File: src/rtl/exc_ctrl_pkg.sv
// Shared constants, types and helper functions for the exception controller.
// Assumes a 32-bit status word with the control byte in bits [7:0].
package exc_ctrl_pkg;

    localparam int STATUS_W  = 32;
    localparam int MODE_W    = 5;
    localparam int BIT_T     = 5;
    localparam int BIT_F     = 6;
    localparam int BIT_I     = 7;
    localparam int NUM_KINDS = 8;
    localparam int NUM_BANKS = 6;
    localparam int BANK_W    = $clog2(NUM_BANKS);

    localparam logic [MODE_W-1:0] MODE_USR = 5'b10000;
    localparam logic [MODE_W-1:0] MODE_FIQ = 5'b10001;
    localparam logic [MODE_W-1:0] MODE_IRQ = 5'b10010;
    localparam logic [MODE_W-1:0] MODE_SVC = 5'b10011;
    localparam logic [MODE_W-1:0] MODE_ABT = 5'b10111;
    localparam logic [MODE_W-1:0] MODE_UND = 5'b11011;
    localparam logic [MODE_W-1:0] MODE_SYS = 5'b11111;

    // Encoding equals vector offset / 4; value 5 is the reserved slot.
    typedef enum logic [2:0] {
        EK_RESET = 3'd0,
        EK_UNDEF = 3'd1,
        EK_SWI   = 3'd2,
        EK_PABT  = 3'd3,
        EK_DABT  = 3'd4,
        EK_RSVD  = 3'd5,
        EK_IRQ   = 3'd6,
        EK_FIQ   = 3'd7
    } exc_kind_e;

    typedef logic [BANK_W-1:0] bank_t;

    // Bank 0 is the shared user/system bank, which has no saved status.
    function automatic bank_t bank_of(input logic [MODE_W-1:0] m);
        case (m)
            MODE_FIQ: return bank_t'(1);
            MODE_IRQ: return bank_t'(2);
            MODE_SVC: return bank_t'(3);
            MODE_ABT: return bank_t'(4);
            MODE_UND: return bank_t'(5);
            default:  return bank_t'(0);
        endcase
    endfunction

    function automatic logic [MODE_W-1:0] mode_for(input exc_kind_e k);
        case (k)
            EK_FIQ:           return MODE_FIQ;
            EK_IRQ:           return MODE_IRQ;
            EK_PABT, EK_DABT: return MODE_ABT;
            EK_UNDEF:         return MODE_UND;
            default:          return MODE_SVC;
        endcase
    endfunction

    function automatic logic sets_fiq_mask(input exc_kind_e k);
        return (k == EK_RESET) || (k == EK_FIQ);
    endfunction

endpackage

File: src/rtl/exc_req_arbiter.sv
// Fixed-priority selection among exception requests.
// Assumes req is indexed by exc_kind_e; IRQ and FIQ are dropped while masked.
module exc_req_arbiter
    import exc_ctrl_pkg::*;
(
    input  logic                 clk,
    input  logic                 rst_n,
    input  logic [NUM_KINDS-1:0] req,
    input  logic                 irq_masked,
    input  logic                 fiq_masked,
    output logic                 grant_vld,
    output exc_kind_e            grant_kind
);

    localparam int NUM_PRIO = 7;
    // Highest priority first.
    localparam logic [2:0] PRIO [NUM_PRIO] = '{
        3'(EK_RESET), 3'(EK_DABT), 3'(EK_FIQ), 3'(EK_IRQ),
        3'(EK_PABT), 3'(EK_UNDEF), 3'(EK_SWI)
    };

    logic [NUM_KINDS-1:0] eligible;
    logic [NUM_KINDS-1:0] grant_vec;

    // Remove masked interrupt requests and the reserved slot.
    always_comb begin
        eligible          = req;
        eligible[EK_RSVD] = 1'b0;
        if (irq_masked) eligible[EK_IRQ] = 1'b0;
        if (fiq_masked) eligible[EK_FIQ] = 1'b0;
    end

    // Walk lowest to highest priority so the highest eligible wins.
    always_comb begin
        grant_vld  = 1'b0;
        grant_kind = EK_RESET;
        grant_vec  = '0;
        for (int i = NUM_PRIO - 1; i >= 0; i--) begin
            if (eligible[PRIO[i]]) begin
                grant_vld           = 1'b1;
                grant_kind          = exc_kind_e'(PRIO[i]);
                grant_vec           = '0;
                grant_vec[PRIO[i]]  = 1'b1;
            end
        end
    end

    a_r5_single_grant: assert property (@(posedge clk) disable iff (!rst_n)
        $onehot0(grant_vec));
    a_r5_reset_first: assert property (@(posedge clk) disable iff (!rst_n)
        req[EK_RESET] |-> (grant_vld && grant_kind == EK_RESET));
    a_r6_irq_blocked: assert property (@(posedge clk) disable iff (!rst_n)
        (irq_masked && grant_vld) |-> (grant_kind != EK_IRQ));
    a_r6_fiq_blocked: assert property (@(posedge clk) disable iff (!rst_n)
        (fiq_masked && grant_vld) |-> (grant_kind != EK_FIQ));

endmodule

File: src/rtl/exc_vector_gen.sv
// Forms the vector address from the table base and the exception kind.
// Assumes the kind encoding equals offset / 4.
module exc_vector_gen
    import exc_ctrl_pkg::*;
#(
    parameter int                AW        = 32,
    parameter logic [AW-1:0]     LOW_BASE  = 32'h0000_0000,
    parameter logic [AW-1:0]     HIGH_BASE = 32'hFFFF_0000
) (
    input  exc_kind_e       kind,
    input  logic            hivec,
    output logic [AW-1:0]   addr
);

    localparam int OFF_W = $clog2(NUM_KINDS) + 2;

    logic [OFF_W-1:0] offset;

    // Offset is the kind scaled to a word address.
    always_comb offset = {kind, 2'b00};

    // Base choice plus offset.
    always_comb addr = (hivec ? HIGH_BASE : LOW_BASE) + {{(AW-OFF_W){1'b0}}, offset};

endmodule

File: src/rtl/exc_mode_bank.sv
// Per-mode saved status and link storage.
// Assumes bank 0 is the user/system bank with a link register but no saved status.
module exc_mode_bank
    import exc_ctrl_pkg::*;
#(
    parameter int W  = 32,
    parameter int NB = NUM_BANKS
) (
    input  logic          clk,
    input  logic          rst_n,
    input  logic          enter,
    input  bank_t         enter_bank,
    input  logic [W-1:0]  enter_status,
    input  logic [W-1:0]  enter_link,
    input  logic          sw_wr,
    input  bank_t         sw_bank,
    input  logic [W-1:0]  sw_data,
    input  bank_t         rd_bank,
    output logic [W-1:0]  rd_saved,
    output logic [W-1:0]  rd_link
);

    logic [W-1:0] saved_q [NB];
    logic [W-1:0] link_q  [NB];

    for (genvar b = 0; b < NB; b++) begin : g_bank
        // Link register: written on entry into this bank.
        always_ff @(posedge clk) begin
            if (!rst_n)                              link_q[b] <= '0;
            else if (enter && enter_bank == bank_t'(b)) link_q[b] <= enter_link;
        end

        if (b == 0) begin : g_no_saved
            assign saved_q[b] = '0;
        end else begin : g_saved
            // Saved status: entry has priority over a software write.
            always_ff @(posedge clk) begin
                if (!rst_n)                                 saved_q[b] <= '0;
                else if (enter && enter_bank == bank_t'(b)) saved_q[b] <= enter_status;
                else if (sw_wr && sw_bank == bank_t'(b))    saved_q[b] <= sw_data;
            end
        end
    end

    // Read ports for the current bank.
    always_comb begin
        rd_saved = (int'(rd_bank) < NB) ? saved_q[rd_bank] : '0;
        rd_link  = (int'(rd_bank) < NB) ? link_q[rd_bank]  : '0;
    end

    a_r7_no_bank0_write: assert property (@(posedge clk) disable iff (!rst_n)
        sw_wr |-> (sw_bank != bank_t'(0) && !enter));
    a_r1_entry_bank_valid: assert property (@(posedge clk) disable iff (!rst_n)
        enter |-> (enter_bank != bank_t'(0)));
    a_r1_saved_capture: assert property (@(posedge clk) disable iff (!rst_n)
        (enter && enter_bank == rd_bank) |=> (rd_saved == $past(enter_status)));

endmodule

File: src/rtl/exc_entry_ctrl.sv
// Top of the exception entry controller: status register, entry sequencing,
// software status writes and vector output. Assumes a single clock domain and
// that requests are sampled on every rising edge.
module exc_entry_ctrl
    import exc_ctrl_pkg::*;
#(
    parameter logic [31:0] LOW_BASE  = 32'h0000_0000,
    parameter logic [31:0] HIGH_BASE = 32'hFFFF_0000
) (
    input  logic        clk,
    input  logic        rst_n,
    input  logic        req_reset,
    input  logic        req_undef,
    input  logic        req_swi,
    input  logic        req_pabt,
    input  logic        req_dabt,
    input  logic        req_irq,
    input  logic        req_fiq,
    input  logic [31:0] ret_link,
    input  logic        hivec_sel,
    input  logic        sw_wr_en,
    input  logic        sw_wr_saved,
    input  logic [31:0] sw_wr_data,
    output logic [31:0] status_word,
    output logic [31:0] saved_word,
    output logic        saved_invalid,
    output logic [31:0] mode_link,
    output logic [31:0] new_pc,
    output logic        entry_stb
);

    localparam logic [STATUS_W-1:0] RESET_STATUS =
        STATUS_W'({1'b1, 1'b1, 1'b0, MODE_SVC});

    logic [STATUS_W-1:0] cpsr_q, cpsr_d;
    logic [31:0]         pc_q, vec_addr;
    logic                stb_q;
    logic [NUM_KINDS-1:0] req_vec;
    logic                take;
    exc_kind_e           kind;
    logic [MODE_W-1:0]   cur_mode, tgt_mode;
    bank_t               cur_bank, tgt_bank;
    logic                has_saved, sw_saved_wr;

    // Gather request lines into a vector indexed by kind.
    always_comb begin
        req_vec           = '0;
        req_vec[EK_RESET] = req_reset;
        req_vec[EK_UNDEF] = req_undef;
        req_vec[EK_SWI]   = req_swi;
        req_vec[EK_PABT]  = req_pabt;
        req_vec[EK_DABT]  = req_dabt;
        req_vec[EK_IRQ]   = req_irq;
        req_vec[EK_FIQ]   = req_fiq;
    end

    exc_req_arbiter u_arb (
        .clk        (clk),
        .rst_n      (rst_n),
        .req        (req_vec),
        .irq_masked (cpsr_q[BIT_I]),
        .fiq_masked (cpsr_q[BIT_F]),
        .grant_vld  (take),
        .grant_kind (kind)
    );

    exc_vector_gen #(
        .AW        (32),
        .LOW_BASE  (LOW_BASE),
        .HIGH_BASE (HIGH_BASE)
    ) u_vec (
        .kind  (kind),
        .hivec (hivec_sel),
        .addr  (vec_addr)
    );

    // Mode decode for the current and target modes.
    always_comb begin
        cur_mode    = cpsr_q[MODE_W-1:0];
        cur_bank    = bank_of(cur_mode);
        has_saved   = (cur_bank != bank_t'(0));
        tgt_mode    = mode_for(kind);
        tgt_bank    = bank_of(tgt_mode);
        sw_saved_wr = sw_wr_en && sw_wr_saved && !take && has_saved;
    end

    // Next status: entry rewrite, else guarded software write.
    always_comb begin
        cpsr_d = cpsr_q;
        if (take) begin
            cpsr_d[MODE_W-1:0] = tgt_mode;
            cpsr_d[BIT_T]      = 1'b0;
            cpsr_d[BIT_I]      = 1'b1;
            if (sets_fiq_mask(kind)) cpsr_d[BIT_F] = 1'b1;
        end else if (sw_wr_en && !sw_wr_saved) begin
            if (cur_mode == MODE_USR) cpsr_d = {sw_wr_data[STATUS_W-1:8], cpsr_q[7:0]};
            else                      cpsr_d = sw_wr_data;
        end
    end

    // Status, vector and strobe registers.
    always_ff @(posedge clk) begin
        if (!rst_n) begin
            cpsr_q <= RESET_STATUS;
            pc_q   <= '0;
            stb_q  <= 1'b0;
        end else begin
            cpsr_q <= cpsr_d;
            stb_q  <= take;
            if (take) pc_q <= vec_addr;
        end
    end

    exc_mode_bank #(
        .W  (STATUS_W),
        .NB (NUM_BANKS)
    ) u_bank (
        .clk          (clk),
        .rst_n        (rst_n),
        .enter        (take),
        .enter_bank   (tgt_bank),
        .enter_status (cpsr_q),
        .enter_link   (ret_link),
        .sw_wr        (sw_saved_wr),
        .sw_bank      (cur_bank),
        .sw_data      (sw_wr_data),
        .rd_bank      (cur_bank),
        .rd_saved     (saved_word),
        .rd_link      (mode_link)
    );

    // Port drive.
    always_comb begin
        status_word   = cpsr_q;
        saved_invalid = !has_saved;
        new_pc        = pc_q;
        entry_stb     = stb_q;
    end

    a_r3_irq_mask_on_entry: assert property (@(posedge clk) disable iff (!rst_n)
        entry_stb |-> status_word[BIT_I]);
    a_r2_state_on_entry: assert property (@(posedge clk) disable iff (!rst_n)
        entry_stb |-> (!status_word[BIT_T] && !saved_invalid));
    a_r3_fiq_mask_kept: assert property (@(posedge clk) disable iff (!rst_n)
        (entry_stb && new_pc[4:0] != 5'h00 && new_pc[4:0] != 5'h1C)
            |-> (status_word[BIT_F] == $past(status_word[BIT_F])));
    a_r4_vector_shape: assert property (@(posedge clk) disable iff (!rst_n)
        entry_stb |-> (new_pc[1:0] == 2'b00 && new_pc[4:2] != 3'd5
            && new_pc[31:5] == ($past(hivec_sel) ? HIGH_BASE[31:5] : LOW_BASE[31:5])));
    a_r8_user_ctrl_kept: assert property (@(posedge clk) disable iff (!rst_n)
        (sw_wr_en && !sw_wr_saved && !take && cur_mode == MODE_USR)
            |=> (status_word[7:0] == $past(status_word[7:0])));
    a_r7_invalid_reads_zero: assert property (@(posedge clk) disable iff (!rst_n)
        saved_invalid |-> (saved_word == '0));

endmodule

File: config.mk
export PLATFORM = sky130hd
export DESIGN_NAME = exc_entry_ctrl
export DESIGN_NICKNAME = d
export VERILOG_FILES = /design/src/rtl/exc_ctrl_pkg.sv /design/src/rtl/exc_req_arbiter.sv /design/src/rtl/exc_vector_gen.sv /design/src/rtl/exc_mode_bank.sv /design/src/rtl/exc_entry_ctrl.sv
export SDC_FILE = /design/constraint.sdc
export NUM_CORES = 1
export LEC_CHECK = 0
export ABC_AREA = 0
export BUFFER_PORTS_ARGS = -buffer_cell sky130_fd_sc_hd__buf_2
export CAP_MARGIN = 20
export CORE_MARGIN = 4
export CORE_UTILIZATION = 48
export CTS_BUF_LIST = sky130_fd_sc_hd__clkbuf_8
export CTS_CLUSTER_DIAMETER = 120
export DETAILED_ROUTE_END_ITERATION = 6
export PLACE_DENSITY_LB_ADDON = 0.15
export SYNTH_ARGS = -nofsm -noshare
export SYNTH_HDL_FRONTEND = slang
export SYNTH_SLANG_ARGS = --single-unit
File: constraint.sdc
create_clock -name clk -period 4.3 [get_ports clk]
set_clock_uncertainty 0.15 [all_clocks]
set_input_delay 0.43 -clock clk [delete_from_list [all_inputs] [get_ports clk]]
set_output_delay 0.43 -clock clk [all_outputs]
set_load 0.02 [all_outputs]
=== Yosys cells after proc, flatten, opt, wreduce, memory -nomap -nowiden ===
Memories as Yosys holds them, arrays and structs flattened.
Cells that the tools add are included.

* Reduce and logical (&&, ||, !) cells: 34
* Add/subtract/negate cells: 1
* Shift-type cells: 0
* Div/mod/pow operators: 0
* Magnitude comparators: 2
* Multiply operators: 0
* Bitwise logic cells: 10
* Eq/ne operators: 28
* Mux-type cells: 64

{| class="wikitable"
|+ Operator list
! cell !! count
|-
| 32-bit two-way mux || 21
|-
| 32-bit binary-select mux with 3-bit select || 1
|-
| 5-bit == test, second input constant || 11
|-
| 32-bit by 5-bit adder with 32-bit output || 1
|-
| 3-bit case mux with 5 select lines || 2
|-
| 1-bit two-way mux || 29
|-
| 3-bit == test, second input constant || 7
|-
| 7-bit two-way mux || 3
|-
| 4-bit case mux with 4 select lines || 1
|-
| 3-bit by 2-bit == test with 1-bit output, second input constant || 5
|-
| 1-bit logical AND || 15
|-
| 3-bit two-way mux || 4
|-
| 2-bit nonzero test || 6
|-
| 3-bit by 1-bit == test with 1-bit output, second input constant || 3
|-
| 3-bit zero test || 2
|-
| 2-bit two-way mux || 3
|-
| 1-bit bitwise OR || 6
|-
| 2-bit AND reduction || 3
|-
| 4-bit greater-or-equal comparator, second input constant || 1
|-
| 3-bit NOT with 4-bit output || 1
|-
| 2-bit OR reduction || 2
|-
| 1-bit zero test || 3
|-
| 3-bit less-than comparator, second input constant || 1
|-
| 1-bit NOT || 3
|-
| other kinds (5) || 5
|}

* Flip-flop bits (word level): 225
* Input port bits: 76
* Bits in writable memories: 192
* Word-level logic and storage cells: 151
* Bits in latches: 0
* Bits in read-only memories: 0
* Output and inout port bits: 130
* Memories: 1

{| class="wikitable"
|+ Memory list
! name !! depth !! bits a word !! read ports !! clocked after memory_dff !! write ports !! line !! source
|-
| u_bank.link_q || 6 || 32 || 1 || 0 || 6 || exc_mode_bank.sv:24 || <nowiki>logic [W-1:0] link_q [NB];</nowiki>
|}

=== Depth between registers and ports, before layout ===
* Depth after elaboration: 18
* Gate-level depth with buffers: 13
* Mapped depth without buffers: 10

=== Cells and area by module ===
Synthesis repeated with hierarchy kept, for this count alone.

* Cells, all modules: 1963
* Area, all modules: 19586.3 sq um

{| class="wikitable"
|+ By module, submodules not included
! module !! sequential area each (sq um) !! cells an instance !! times used !! area each (sq um)
|-
| exc_mode_bank || 8968.6 || 1624 || 1 || 16593.4
|-
| exc_entry_ctrl || 1301.2 || 293 || 1 || 2670.1
|-
| exc_vector_gen || 0.0 || 33 || 1 || 244.0
|-
| exc_req_arbiter || 0.0 || 13 || 1 || 78.8
|}

=== Worst setup path after synthesis ===
No wires, ideal clock.

* Path type: input -> register
* Start: input port req_reset
* End: memory u_bank.link_q[3][0] (enable)
* Arrival time: 3.224 ns
* Path buffers: 3
* Cell stages on the path: 10
* Path slack: 0.536 ns
* Required time: 3.761 ns
* Library setup time: 0.389 ns
* Cells stage by stage: buf_2 > nor3_1 > and3_1 > ha_1 > or3b_2 > a31oi_1 > nand3_1 > clkbuf_1 > buf_1 > nand2_1

{| class="wikitable"
|+ RTL lines
! item !! line !! source
|-
| from (decl) || exc_entry_ctrl.sv:12 || <nowiki>input logic req_reset,</nowiki>
|-
| to (decl) || exc_mode_bank.sv:24 ||
|}

=== Worst setup path after layout ===
* Start: register cpsr_q[2] (netlist: status_word[2])
* End: output port saved_word[28]

* Cells in the longest elaborated chain, start to end: 7
* Elaborated cells on any way between the ends: 12
* Classes of those cells: 1 x order compare; 5 x eq/ne; 5 x mux; 1 x bitwise

{| class="wikitable"
|+ Ends and longest elaborated chain
! item !! line !! source
|-
| from (decl) || exc_entry_ctrl.sv:35 || <nowiki>logic [STATUS_W-1:0] cpsr_q, cpsr_d;</nowiki>
|-
| from (signal assigned) || exc_entry_ctrl.sv:108 || <nowiki>cpsr_q <= cpsr_d;</nowiki>
|-
| 5-bit == test || exc_ctrl_pkg.sv:38 || <nowiki>case (m)</nowiki>
|-
| 3-bit case mux with 5 select lines (*) || exc_ctrl_pkg.sv:38 ||
|-
| 3-bit NOT with 4-bit output (implied by the code) || exc_mode_bank.sv:47 || <nowiki>rd_saved = (int'(rd_bank) < NB) ? saved_q[rd_bank] : '0;</nowiki>
|-
| 32-bit binary-select mux with 3-bit select || exc_mode_bank.sv:47 ||
|-
| 32-bit two-way mux (implied by the code) (2 in a row) || exc_mode_bank.sv:47 ||
|-
| 32-bit two-way mux (*) || exc_mode_bank.sv:47 ||
|-
| to (decl) || exc_entry_ctrl.sv:25 || <nowiki>output logic [31:0] saved_word,</nowiki>
|}

Every way passes the cells marked *; elsewhere a longest branch is shown, timed or not. The select of a mux whose other input is x is not followed.

==> summary.md <==
| Metric | Value |
|---|---|
| Status | completed |
| Worst-Skew Late Latency | 0.62 ns |
| Core area | 37,700 µm² |
| Reg2reg setup slack | 0.80 ns |
| Clk slew on worst S/H paths | 0.07 ns |
| Setup violators final | 0 |
| Ports | 206 |
| Setup WS pre-CTS | 0.770 ns |
| Vias | 15,400 |
| Synthesized flop and latch total | 389 |
| Finished Core Util | 0.566 |
| RSZ-0062 raised after global routing | false |
| Hold Vio Cnt, Final | 0 |
| Net Sw Power | 2.31 mW |
| CTS Buffer Depth | 3 |
| DRT iter0 DRCs | 1,190 |
| Setup TNS | 0 ns |
| WL final | 56,900 µm |
| Reg2reg path depth | 9 |
| Max_cap viols | 0 |
| CP Max Fanout | 16 |
| Worst EP arrival | 3.35 ns |
| Routed Antenna Nets | 0 |
| Die height | 203 µm |
| Die Wd | 203 µm |
| Worst path slowest cell | and3_2 |
| Worst Setup Start Kind | flip-flop |
| Buf+Inv Stages, Crit Path | 2 |
| Die area | 41,400 µm² |
| Critical path class | flip-flop to output pin |
| Vias in the first global route | 15,600 |
| Input/output buffers | 192 |
| Synthesized area per cell | 10.1 µm² |
| Seq pwr share | 0.500 |
| Gpl congestion | 0.814 |
| Post-cts sizing count | 0 |
| Nets | 2,080 |
| Synth area leaders | edfxtp_1 31%, dfxtp_1 22%, and2_1 6.6% |
| Layout cells sized above 1 | 0.196 |
| Row cnt | 71 |
| R2R Path End | u_bank.link_q[3][12] |
| Fin. max-slew vios | 0 |
| Fill cell count | 3,380 |
| Worst min-delay path startpoint | sw_wr_data[0] |
| Most used flip-flop cell after synthesis | dfxtp_1 |
| Multi-input combinational cell area | 7600 µm² |
| Vias per cell | 6.02 |
| Leak pwr | 8.59 nW |
| Peak supply drop | 0.000248 V |
| Final WS setup | 0.373 ns |
| Minimum clock period | 3.93 ns |
| Synth Cell Area | 18,300 µm² |
| CTS H-tree lvls | 3 |
| Synth cell types | 60 |
| CTS Sinks | 389 |
| Critical Path RT | 3.72 ns |
| Reg area | 9710 µm² |
| Logic pwr share | 0.131 |
| Worst hold path type | primary input to flip-flop |
| Yosys warning total | 0 |
| Pin count of the biggest net entering global routing | 115 |
| Layout Cells excl Fill | 2,559 |
| First-pass GRT wire length | 88,500 µm |
| Slew headroom | 0.334 |
| Power per cell area | 396 nW/µm² |
| DR WL/cell | 22.2 µm |
| Share of power burned in the clock network | 0.368 |
| Hpwl dp | 31,500 µm |
| Final Cell Area | 21,300 µm² |
| Post-synth ARST share | 0 |
| Gate Count Post-Synth | 1,819 |
| Sequential cell area fraction in the yosys report | 0.530 |
| Root buf cell | clkbuf_8 |
| Period utilisation layout | 0.913 |
| Hold endpoint | u_bank.saved_q[128] |
| Post-synth top area share | 0.315 |
| Number of buffers created by CTS | 68 |
| Switching Share | 0.274 |
| Top post-synthesis cells by count | 255 x nand2_1, 197 x dfxtp_1, 193 x and2_1 |
| Max Clk Rate | 255 MHz |
| CP cell instances | nor2b_2, and3_2, buf_4, a221oi_1, a311oi_1, buf_2 |
| First drt pass iteration count | 7 |
| Initial antenna violation count | 2 |
| Setup Buffers After CTS | 0 |
| CTS tree | built |
| Total Power | 8.43 mW |
| Crit path max-delay family | simple AND/OR/NAND/NOR gates |
| GRT overflow | 0 |
| Hold depth | 3 |
| Hold_ws | 0.0465 ns |
| Area Overhead vs Synth | 16.3% |
| Hold_buf cts | 61 |
| Most frequent cell after synthesis | nand2_1 |
| Cell Int Power | 6.12 mW |
| Cell Area, Placed | 19,500 µm² |
| Number of enable flip-flop cells after synthesis | 192 |
| Initial Util | 0.486 |
| Slowest stage delay, CP | 0.56 ns |
| FF-to-FF Start | status_word[7] |
| DRC viols | 0 |
| Synth area leader | edfxtp_1 |
| Crit end category | output pin |
| Slew @ Worst Pin | 0.999 ns |
| Placed Cells incl. Taps | 2,378 |
| Total GRT Usage | 0.270 |
-- area by class of cell --
cell class,count,share of cell area
inverters,38,0.00681
multi-input cells,1199,0.357
repair buffers,302,0.0934
clock inverters,44,0.00875
clock buffers,75,0.0485
flip-flops and latches,389,0.456
well taps,511,0.0300
diodes,1,0.000117
-- registers in the layout (all words and copies together), names as in the netlist --
| name | flops |
|---|---|
| entry_stb | 1 |
| new_pc | 4 |
| status_word | 32 |
| u_bank.link_q | 192 |
| u_bank.saved_q | 160 |
-- cells by family after synthesis --
kind of cell,Yosys count,synth area share
mux,69,0.0378
buf+inv,243,0.0606
xor+xnor,2,0.000956
fa+ha+maj,6,0.00410
simple gates,562,0.151
compound gates,547,0.215
other cells,1,0.000205
flops,389,0.530
-- placed cells by master (no fill, tap or decap), drive strengths merged, types with 3 or more instances in the layout --
master / n
a21oi: 64
a221oi: 62
a2bb2oi: 32
a311oi: 44
a31oi: 119
and2: 193
and3: 6
buf: 241
clkbuf: 75
clkinv: 12
clkinvlp: 4
conb: 13
dfxtp: 197
dlygate4sd3: 61
edfxtp: 192
ha: 6
inv: 66
mux2i: 67
nand2: 256
nand2b: 5
nand3: 7
nand4: 5
nor2: 66
nor2b: 4
nor3: 8
o211ai: 33
o21ai: 114
o221a: 64
or3: 3
-- power groups by stage --
stage	Combinational (mW)	Sequential, mW	Clock [mW]
4_1_cts	1.11	4.21	3.18
5_1_grt	1.20	4.23	3.36
3_3_place_gp	1.05	4.28	0
6_report	1.11	4.22	3.10
2_1_floorplan	0.693	4.27	0
3_5_place_dp	1.06	4.29	0
-- routing by layer --
| metal | up-vias | track usage | share of wire |
|---|---|---|---|
| met3 | 161 | 0.0421 | 0.071 |
| met5 | - | 0 | 0.00019 |
| met4 | 2 | 0.129 | 0.039 |
| met1 | 7495 | 0.342 | 0.40 |
| met2 | 708 | 0.454 | 0.49 |
| li1 | 7047 | - | - |
-- how the worst max path moves through the flow --
stage	from	to	slack (ns)	depth (start not counted)
3_5_place_dp	req_fiq	u_bank.link_q[3][13]	0.77	10
4_1_cts	status_word[2]	mode_link[2]	0.36	7
3_3_place_gp	req_fiq	u_bank.link_q[3][13]	0.83	10
6_report	status_word[2]	saved_word[28]	0.37	6
2_1_floorplan	req_reset	u_bank.link_q[3][0]	0.54	10
5_1_grt	status_word[3]	saved_word[1]	0.25	7
-- worst min-delay path, stage by stage --
cell      delay, ns
buf_2          0.17
nand2_1        0.08
a221oi_1       0.06
No activity file was read; power rests on OpenSTA's default activity.
